### config.mk
export PLATFORM = sky130hd
export DESIGN_NAME = bfx_unit
export DESIGN_NICKNAME = d
export VERILOG_FILES = /design/src/rtl/bfx_pkg.sv /design/src/rtl/bfx_ctrl_decode.sv /design/src/rtl/bfx_shift_right.sv /design/src/rtl/bfx_field_fit.sv /design/src/rtl/bfx_unit.sv
export SDC_FILE = /design/constraint.sdc
export NUM_CORES = 1
export LEC_CHECK = 0
export BUFFER_PORTS_ARGS = -buffer_cell sky130_fd_sc_hd__buf_2
export CAP_MARGIN = 30
export CORE_MARGIN = 4
export CORE_UTILIZATION = 50
export CTS_BUF_LIST = sky130_fd_sc_hd__clkbuf_4
export DETAILED_ROUTE_END_ITERATION = 8
export PLACE_DENSITY = 0.79
export SLEW_MARGIN = 25
export SYNTH_ARGS = -nofsm -noshare
export SYNTH_HDL_FRONTEND = slang
export SYNTH_SLANG_ARGS = --single-unit
export TNS_END_PERCENT = 50
### constraint.sdc
create_clock -name clk -period 6.5 [get_ports clk]
set_input_delay 1.95 -clock clk [delete_from_list [all_inputs] [get_ports clk]]
set_output_delay 1.95 -clock clk [all_outputs]
set_load 0.01 [all_outputs]
### src/rtl/bfx_pkg.sv
package bfx_pkg;

   typedef enum logic {
      BFX_FILL_ZERO = 1'b0,
      BFX_FILL_SIGN = 1'b1
   } bfx_fill_e;

   typedef struct packed {
      logic zero;
      logic neg;
      logic carry;
      logic ovf;
   } bfx_flags_t;

   function automatic bfx_flags_t bfx_make_flags(input logic is_zero, input logic top_bit);
      bfx_flags_t f;
      f.zero  = is_zero;
      f.neg   = top_bit;
      f.carry = 1'b0;
      f.ovf   = 1'b0;
      return f;
   endfunction

endpackage

### src/rtl/bfx_ctrl_decode.sv
module bfx_ctrl_decode #(
   parameter int CTRL_W  = 16,
   parameter int IDX_W   = 5,
   parameter int POS_LSB = 8,
   parameter int LEN_LSB = 0
) (
   input  logic [CTRL_W-1:0] ctrl,
   output logic [IDX_W-1:0]  pos,
   output logic [IDX_W-1:0]  len
);

   initial begin
      if (POS_LSB + IDX_W > CTRL_W) $error("position field exceeds control word");
      if (LEN_LSB + IDX_W > CTRL_W) $error("length field exceeds control word");
   end

   assign pos = ctrl[POS_LSB +: IDX_W];
   assign len = ctrl[LEN_LSB +: IDX_W];

endmodule

### src/rtl/bfx_shift_right.sv
module bfx_shift_right #(
   parameter int DATA_W = 32,
   parameter int IDX_W  = 5,
   parameter bit BARREL = 1'b1
) (
   input  logic [DATA_W-1:0] din,
   input  logic [IDX_W-1:0]  amt,
   output logic [DATA_W-1:0] dout
);

   initial begin
      if ((1 << IDX_W) != DATA_W) $error("DATA_W must equal 2**IDX_W");
   end

   generate
      if (BARREL) begin : g_barrel
         logic [DATA_W-1:0] stage [IDX_W+1];
         assign stage[0] = din;
         for (genvar s = 0; s < IDX_W; s++) begin : g_stage
            localparam int SH = 1 << s;
            assign stage[s+1] = amt[s] ? {{SH{1'b0}}, stage[s][DATA_W-1:SH]} : stage[s];
         end
         assign dout = stage[IDX_W];
      end else begin : g_operator
         assign dout = din >> amt;
      end
   endgenerate

endmodule

### src/rtl/bfx_field_fit.sv
module bfx_field_fit
   import bfx_pkg::*;
#(
   parameter int DATA_W = 32,
   parameter int IDX_W  = 5
) (
   input  logic [DATA_W-1:0] shifted,
   input  logic [IDX_W-1:0]  len,
   input  bfx_fill_e         fill,
   output logic [DATA_W-1:0] fitted
);

   logic [DATA_W-1:0] keep_mask;
   logic [IDX_W-1:0]  top_idx;
   logic              top_bit;
   logic              fill_bit;

   assign keep_mask = ~({DATA_W{1'b1}} << len);
   assign top_idx   = len - IDX_W'(1);
   assign top_bit   = (len != '0) ? shifted[top_idx] : 1'b0;
   assign fill_bit  = (fill == BFX_FILL_SIGN) ? top_bit : 1'b0;

   always_comb begin
      fitted = (shifted & keep_mask) | ({DATA_W{fill_bit}} & ~keep_mask);
   end

endmodule

### src/rtl/bfx_unit.sv
module bfx_unit
   import bfx_pkg::*;
#(
   parameter int DATA_W  = 32,
   parameter int CTRL_W  = 16,
   parameter int POS_LSB = 8,
   parameter int LEN_LSB = 0,
   parameter bit BARREL  = 1'b1,
   localparam int IDX_W  = $clog2(DATA_W)
) (
   input  logic              clk,
   input  logic              rst,
   input  logic              valid_in,
   input  logic [DATA_W-1:0] scene_in,
   input  logic [CTRL_W-1:0] ctrl_in,
   input  logic              sign_ext,
   output logic              valid_out,
   output logic [DATA_W-1:0] result,
   output logic              flag_zero,
   output logic              flag_neg,
   output logic              flag_carry,
   output logic              flag_ovf
);

   initial begin
      if (DATA_W < 2) $error("DATA_W too small");
   end

   logic [IDX_W-1:0]  pos;
   logic [IDX_W-1:0]  len;
   logic [DATA_W-1:0] shifted;
   logic [DATA_W-1:0] fitted;
   bfx_fill_e         fill;
   bfx_flags_t        flags_d;
   bfx_flags_t        flags_q;

   assign fill = sign_ext ? BFX_FILL_SIGN : BFX_FILL_ZERO;

   bfx_ctrl_decode #(
      .CTRL_W (CTRL_W),
      .IDX_W  (IDX_W),
      .POS_LSB(POS_LSB),
      .LEN_LSB(LEN_LSB)
   ) i_decode (
      .ctrl(ctrl_in),
      .pos (pos),
      .len (len)
   );

   bfx_shift_right #(
      .DATA_W(DATA_W),
      .IDX_W (IDX_W),
      .BARREL(BARREL)
   ) i_shift (
      .din (scene_in),
      .amt (pos),
      .dout(shifted)
   );

   bfx_field_fit #(
      .DATA_W(DATA_W),
      .IDX_W (IDX_W)
   ) i_fit (
      .shifted(shifted),
      .len    (len),
      .fill   (fill),
      .fitted (fitted)
   );

   assign flags_d = bfx_make_flags(fitted == '0, fitted[DATA_W-1]);

   always_ff @(posedge clk) begin
      if (rst) begin
         valid_out <= 1'b0;
         result    <= '0;
         flags_q   <= '0;
      end else begin
         valid_out <= valid_in;
         if (valid_in) begin
            result  <= fitted;
            flags_q <= flags_d;
         end
      end
   end

   assign flag_zero  = flags_q.zero;
   assign flag_neg   = flags_q.neg;
   assign flag_carry = flags_q.carry;
   assign flag_ovf   = flags_q.ovf;

endmodule

==> impl_metrics.toml, run 1 <==
[timing]
slew_violations = 0
worstMarginPinSlew_ns = 0.831
fin_skew_ns = 0
setup_viol = 0
fmax_ghz = 0.189
final.min_clock_period_ns = 5.30
setup_tns_ns = 0
grt_setup_unrepaired = "false"
timing.final.ws_setup_ns = 1.20
slew_headroom = 0.446
fin_crit_sh = 0.815
final_hold_viol_count = 0

[synth]
syn_area_um2 = 4920
synth_edf_count = 0
synthTopCellsByArea = "mux4_2, dfxtp_1, mux2i_1"
yosys.area.top_type_share = 0.183
synthFlopType = "dfxtp_1"
async_reset_ff_frac = 0
synth-seq-cells = 34
yosysSeqAreaShare = 0.138
synth_area_leader_cell = "mux4_2"
ys_types = 68
syn-instance-count = 585
synth_area_per_cell_um2 = 8.41
yosys_warnings = 0

[placement]
io_buffers = 80
gp_congestion = 1.04
hpwlAfterDp_um = 12600
dp_slack_ns = 0.791

[finish]
drive_gt1_frac = 0.279
diodes = 0
final_common_cell = "buf_2"
areaGrowthSynthToFinish_pct = 7.80
final_cell_mix = "buf_2, nor2_1, mux4_2"
nets = 672
multi_input_area_um2 = 3850
nFillCells = 897
seq_area_um2 = 681

[clock_tree]
cts_sinks = 34
htreeDepth = 2
cts_tree = "built"
insertion_delay_ns = 0.34
path_clk_slew_ns = 0.11
cts_resized = 0
holdBufCountCts = 0
numCtsBuffers = 5
root_buffer = "clkbuf_4"
clk_path_buf_depth = 2
postCtsSetupRepairBufs = 0

[routing]
final_antenna_net_count = 0
wirelength_um = 16600
wl_per_cell_um = 22.3
drt_iter0_markers = 892
drc = 0
vias = 5383
drt-vias-per-instance = 7.22
dr.pass1.iters = 8

[global_route]
grt.overflow.total = 0
antenna_found_initial = 0
grt_use_total = 0.283
grt_pass1_vias = 4952
grt_pass1_wl_um = 26400
grt_max_degree = 49

[floorplanning]
die_h_um = 107
start_util = 0.523
core_um2 = 9420
rows = 35
die_area_um2 = 11500
ios = 89
die_x_um = 107

[setup_path]
worstPathCellList = "buf_2 > buf_16 > buf_4 > nor2b_1 > nand2_1 > o311a_1 > a2111o_1 > a311oi_1 > a211o_1 > o21ai_1 > a41o_1"
cp-end-kind = "register"
crit_slowest_cell = "a211o_1"
cp.arrival_ns = 5.54
critPathMaxFanout = 26
crit_type = "in2reg"
cpPeakStageDelay_ns = 0.68
worstSetupStartpointType = "input port"
required_ns = 6.75

[power]
power.leakage_nw = 2.01
p_per_area_nw_per_um2 = 145
ir_worst_vdd_v = 0.0000676

[worst_hold_path]
hold_path.class = "reg2reg"

[status]
status = "finished, final reports clean"

[flow_run]
drv_cap = 0
==> registers in the layout, summed over array words and instances, names as in the netlist <==
name / cells
result: 32
flag_zero: 1
valid_out: 1
==> routing by layer <==
metal | global-route usage | wire (µm) | share of wire | vias to the layer above
li1 | - | - | - | 2397
met1 | 0.413 | 6870 | 0.41 | 2573
met2 | 0.433 | 7600 | 0.46 | 363
met3 | 0.0488 | 1740 | 0.10 | 50
met4 | 0.0740 | 412 | 0.025 | 0
met5 | 0 | 0 | 0 | -
==> path summary, 6_finish.rpt <==
check,endpoint,cells past startpoint,slack (ns),startpoint
worst max-delay path,flag_zero$_SDFFE_PP0P_,11,1.20,ctrl_in[10]
worst min-delay path,result[31]$_SDFFE_PP0P_,2,0.49,result[31]$_SDFFE_PP0P_
worst max register to register,result[2]$_SDFFE_PP0P_,3,5.53,result[2]$_SDFFE_PP0P_
worst min register to register,result[31]$_SDFFE_PP0P_,2,0.49,result[31]$_SDFFE_PP0P_
==> cell usage after synthesis (all sizes together), types with 9 or more instances <==
master,instances
clkbuf,35
o22ai,16
o211ai,27
nor2b,12
nand2,39
o21ai,17
dfxtp,34
a21oi,16
or2,10
nor2,63
a31oi,11
mux4,42
mux2i,26
nor3,9
a211oi,13
buf,33
mux2,20
inv,15
nand3,14
a311oi,18
==> report_power, final <==
group | internal, mW | switching, mW
Sequential | 0.225 | 0.00761
Clock | 0.0402 | 0.0784
Combinational | 0.166 | 0.253
Total | 0.431 | 0.340
==> area by class of cell <==
| type | instances | share of cell area |
|---|---|---|
| timing repair buffer | 91 | 0.0955 |
| clock inverter | 3 | 0.00307 |
| inverter | 15 | 0.0106 |
| clock buffer | 5 | 0.00707 |
| multi-input combinational | 469 | 0.725 |
| tap | 129 | 0.0304 |
| sequential | 34 | 0.128 |
==> cell families (layout without fill, tap and decap cells) <==
logic type | after synthesis | count (layout) | share of synthesized area
AND/OR/NAND/NOR | 184 | 184 | 0.179
adder cells (fa/ha/maj) | 4 | 4 | 0.0102
buffers and inverters | 83 | 114 | 0.0808
flip-flops | 34 | 34 | 0.138
AO/OA/AOI/OAI | 188 | 188 | 0.293
XOR/XNOR | 3 | 3 | 0.00534
multiplexers | 88 | 88 | 0.292
other | 1 | 2 | 0.000762
==> metrics by stage <==
| stage | utilization | instance area (µm²) | hold WS [ns] | power [mW] | cells |
|---|---|---|---|---|---|
| 6_report | 0.564 | 5310 | 0.486 | 0.771 | 746 |
| 5_1_grt | 0.564 | 5310 | 0.519 | 0.812 | 746 |
| 4_1_cts | 0.559 | 5270 | 0.489 | 0.756 | 744 |
| 3_5_place_dp | 0.554 | 5210 | 0.472 | 0.639 | 736 |
| 3_3_place_gp | 0.554 | 5210 | 0.467 | 0.633 | 736 |
| 2_1_floorplan | - | 4930 | 0.498 | 0.529 | 586 |
==> worst max-delay path, delay by kind of cell <==
| family | cells | cell delay, ns |
|---|---|---|
| AO/OA/AOI/OAI | 6 | 2.10 |
| AND/OR/NAND/NOR | 2 | 0.55 |
| buffers and inverters | 3 | 0.92 |
Power figures use the tool's default switching activity.
==> run 2: changes to the inputs <==
- PLACE_DENSITY: 0.79 -> 0.82
- clock period: 6.5 -> 4.5 ns (I/O delays scaled with it)
==> run 2 against run 1 <==
  * Die area is the same
  * Sequential power grew 45%
  * Core utilization grew 2.9 points
  * Largest power group unchanged
==> impl_metrics.toml, run 2 (synthesis results as in run 1) <==
[setup_path]
crit_type = "in2reg"
required_ns = 4.71
worstSetupStartpointType = "input port"
crit_top_cell = "buf_12"
critPathMaxFanout = 23
cp-end-kind = "register"
worstPathCellList = "buf_2 > buf_12 > mux4_2 > mux2_2 > a221oi_1 > buf_4 > a211oi_1 > o41a_2 > buf_12 > o221ai_1 > a311oi_1"
cp.arrival_ns = 4.42
path_buf_inv = 4
cp_top_family = "compound AO/OA/AOI/OAI gates"
crit_slowest_cell = "o41a_2"
cpPeakStageDelay_ns = 0.54

[floorplanning]
die_x_um = 107
die_h_um = 107
rows = 35
start_util = 0.523
ios = 89
die_area_um2 = 11500
core_um2 = 9420

[routing]
wl_per_cell_um = 23.0
drc = 0
final_antenna_net_count = 0
drt_iter0_markers = 621
dr.pass1.iters = 5
vias = 5452
wirelength_um = 17800
drt-vias-per-instance = 7.06

[timing]
fin_crit_sh = 0.937
timing.final.ws_setup_ns = 0.284
setup_tns_ns = 0
fmax_ghz = 0.237
setup_viol = 0
worstMarginPinSlew_ns = 0.692
final_hold_viol_count = 0
grt_setup_unrepaired = "false"
slew_headroom = 0.533
fin_hold_ws_ns = 0.487
fin_skew_ns = 0
slew_violations = 0
final.min_clock_period_ns = 4.22

[finish]
final_core_util = 0.592
final_common_cell = "buf_2"
top_register = "result"
areaGrowthSynthToFinish_pct = 13.3
nets = 698
largest_register_ff_count = 32
diodes = 0
final_cell_mix = "buf_2, nor2_1, mux4_2"
drive_gt1_frac = 0.308

[global_route]
grt_max_degree = 36
grt_pass1_vias = 5100
antenna_found_initial = 0
grt.overflow.total = 0
busiest_layer = "met2"
grt_pass1_wl_um = 28000
grt_use_total = 0.308
grt_util_met2 = 0.458
met3_usage = 0.0680
grtUsageMet1 = 0.446

[clock_tree]
numCtsBuffers = 5
cts_resized = 0
clk_path_buf_depth = 2
holdBufCountCts = 0
htreeDepth = 2
root_buffer = "clkbuf_4"
path_clk_slew_ns = 0.10
postCtsSetupRepairBufs = 0
cts_tree = "built"
insertion_delay_ns = 0.34
cts_sinks = 34

[power]
ir_worst_vdd_v = 0.000125
total_power_mw = 1.16
p_per_area_nw_per_um2 = 209
power.leakage_nw = 2.17

[placement]
dp_slack_ns = -0.0150
gp_congestion = 1.02
hpwlAfterDp_um = 13600
io_buffers = 80

[status]
status = "finished, final reports clean"

[worst_hold_path]
hold_path.class = "reg2reg"

[flow_run]
drv_cap = 0
-- run 2: changes by cell type in the layout (fill, tap and decap cells not counted) --
cell        before  now
clkinvlp_4       1    0
buf_12           0    8
buf_4            9   29
clkbuf_4         5    6
buf_16           1    0
buf_6            1    0
-- run 2: layout make-up --
cell class | count | area [µm²]
inverter | 15 | 56.3
sequential | 34 | 681
timing repair buffer | 117 | 778
tap | 129 | 161
clock inverter | 2 | 8.76
multi-input combinational | 469 | 3850
clock buffer | 6 | 45.0
fill | 838 | 3840
-- run 2: worst paths after layout --
| path | startpoint | end | slack [ns] | cells past startpoint |
|---|---|---|---|---|
| max | ctrl_in[9] | result[24]$_SDFFE_PP0P_ | 0.28 | 11 |
| min | result[23]$_SDFFE_PP0P_ | result[23]$_SDFFE_PP0P_ | 0.49 | 2 |
| max reg2reg | result[6]$_SDFFE_PP0P_ | result[6]$_SDFFE_PP0P_ | 3.58 | 3 |
| min reg2reg | result[23]$_SDFFE_PP0P_ | result[23]$_SDFFE_PP0P_ | 0.49 | 2 |
-- run 2: power breakdown --
group          switching, mW  internal [mW]  total, mW  leakage (nW)
clock                  0.107         0.0647      0.172        0.0331
sequential            0.0113          0.324      0.336         0.281
combinational          0.381          0.276      0.657          1.86
total                  0.499          0.665       1.16          2.17
-- run 2: routing by layer --
layer | up-vias | share of wire
met5 | - | 0
met4 | 0 | 0.026
met3 | 40 | 0.11
met2 | 375 | 0.44
met1 | 2595 | 0.42
li1 | 2442 | -
-- run 2: tightest hold or removal path, delay by kind of cell (launching register included) --
family	cells	cell delay, ns
compound gates	1	0.05
flops	1	0.32
simple gates	1	0.08
-- run 2: stage by stage --
stage / cell area [µm²] / cells
2_1_floorplan: 4930 / 586
3_3_place_gp: 5520 / 764
3_5_place_dp: 5520 / 764
4_1_cts: 5580 / 772
5_1_grt: 5580 / 772
6_report: 5580 / 772
==> run 3: changes to the inputs <==
- BUFFER_PORTS_ARGS: -buffer_cell sky130_fd_sc_hd__buf_2 -> not set
- DONT_BUFFER_PORTS: not set -> 1
- PLACE_DENSITY: 0.82 -> 0.74
==> run 3 against run 2 <==
  * Clock power rose by 39%
  * Combinational power is 28% lower
  * Sequential share of layout area grew 1.6 points
  * Maximum frequency increased by 11%
  * Critical path depth shrank 2
  * First-iteration DRC count increased by 31%
  * Hold slack better by 0.046 ns
  * Design area down 12%
  * Global-route usage decreased by 2.0 points
  * Non-clock buffer count is 103 lower
  * Highest routed layer unchanged
==> impl_metrics.toml, run 3 (synthesis results as in run 1) <==
[status]
status = "finished, final reports clean"

[setup_path]
critPathMaxFanout = 66
crit_type = "in2reg"
path_buf_inv = 2
cp_top_family = "compound AO/OA/AOI/OAI gates"
cp-end-kind = "register"
crit_slowest_cell = "o41a_2"
required_ns = 4.74
cp.arrival_ns = 4.02
worstSetupStartpointType = "input port"
worstPathCellList = "mux4_2 > mux2_2 > a221oi_1 > buf_4 > a211oi_1 > o41a_2 > buf_4 > o221ai_1 > a211oi_1"
cpPeakStageDelay_ns = 0.52
ff2ff_path_depth = 3
path_depth = 9

[global_route]
grt_max_degree = 67
grt_pass1_vias = 4747
grt_pass1_wl_um = 26400
grt_use_total = 0.288
antenna_found_initial = 0
grt.overflow.total = 0

[routing]
met3WireLength_um = 1830
dr.pass1.iters = 6
wl_met2_um = 7270
final_antenna_net_count = 0
drc = 0
top_layer = "met4"
drt_iter0_markers = 812
wirelength_um = 16300
drt-vias-per-instance = 7.56
m1WireLength_um = 6550
wl_per_cell_um = 24.3
vias = 5058

[floorplanning]
start_util = 0.523
ios = 89
die_h_um = 107
die_area_um2 = 11500
rows = 35
die_x_um = 107
core_um2 = 9420

[finish]
areaGrowthSynthToFinish_pct = 0.229
final_core_util = 0.524
nets = 595
nFillCells = 863
drive_gt1_frac = 0.178
final_cell_mix = "nor2_1, mux4_2, nand2_1"
largest_register_ff_count = 32
diodes = 0
final_common_cell = "nor2_1"
top_register = "result"

[clock_tree]
cts_sinks = 34
numCtsBuffers = 5
cts_tree = "built"
root_buffer = "clkbuf_4"
htreeDepth = 2
cts_resized = 0
postCtsSetupRepairBufs = 0
insertion_delay_ns = 0.35
path_clk_slew_ns = 0.11
clk_path_buf_depth = 2
holdBufCountCts = 0

[timing]
slew_headroom = 0.507
grt_setup_unrepaired = "false"
worstMarginPinSlew_ns = 0.730
final_hold_viol_count = 0
slew_violations = 0
fin_crit_sh = 0.840
setup_tns_ns = 0
fin_skew_ns = 0
setup_viol = 0
final.min_clock_period_ns = 3.78
fmax_ghz = 0.264

[placement]
gp_congestion = 1.01
hpwlAfterDp_um = 12100
io_buffers = 0

[power]
power.leakage_nw = 1.68
ir_worst_vdd_v = 0.000165
p_per_area_nw_per_um2 = 216

[worst_hold_path]
hold_depth = 2
hold_path.class = "reg2reg"

[flow_run]
drv_cap = 0
[run 3: cell types whose count changed in the layout (fill, tap and decap cells not counted), sizes merged]
cell    before  now
clkbuf       6    7
buf        117   14
clkinv       2    0
bufinv       0    1
[run 3: power breakdown]
| part | switching, mW | leakage, nW | internal (mW) |
|---|---|---|---|
| sequential | 0.0271 | 0.281 | 0.325 |
| clock | 0.109 | 0.0463 | 0.130 |
| combinational | 0.255 | 1.36 | 0.218 |
| total | 0.392 | 1.68 | 0.672 |
[run 3: per-layer routing]
layer / GRT usage / up-vias
met5: 0 / -
met4: 0.102 / 0
met3: 0.0560 / 61
met2: 0.426 / 359
met1: 0.417 / 2398
li1: - / 2240
[run 3: path summary, 6_finish.rpt]
check                               start                 endpoint  slack, ns
setup / recovery               ctrl_in[9]  result[25]$_SDFFE_PP0P_       0.72
hold / removal    result[10]$_SDFFE_PP0P_  result[10]$_SDFFE_PP0P_       0.53
setup reg to reg   result[6]$_SDFFE_PP0P_   result[6]$_SDFFE_PP0P_       3.51
hold reg to reg   result[10]$_SDFFE_PP0P_  result[10]$_SDFFE_PP0P_       0.53
[run 3: worst reg2reg max path: stages, from the launching register on]
cell	delay (ns)
dfxtp_1	0.41
nor2_1	0.06
a311o_1	0.31
a21oi_1	0.14
[run 3: layout make-up]
cell class	count	area, µm²	share of cell area
multi-input combinational	469	3850	0.780
clock inverter	1	30.0	0.00609
inverter	15	56.3	0.0114
timing repair buffer	14	105	0.0213
clock buffer	7	52.6	0.0107
sequential	34	681	0.138
tap	129	161	0.0327
[run 3: per-stage QoR]
stage	hold slack [ns]	total power, mW	setup WS [ns]	cell area (µm²)	cells
after floorplan	0.498	0.764	0.508	4930	586
after global placement	0.522	0.814	0.439	4850	661
after detailed placement	0.521	0.818	0.445	4850	661
after CTS	0.536	1.06	0.819	4930	669
after global routing	0.570	1.12	0.551	4930	669
final	0.533	1.06	0.718	4930	669
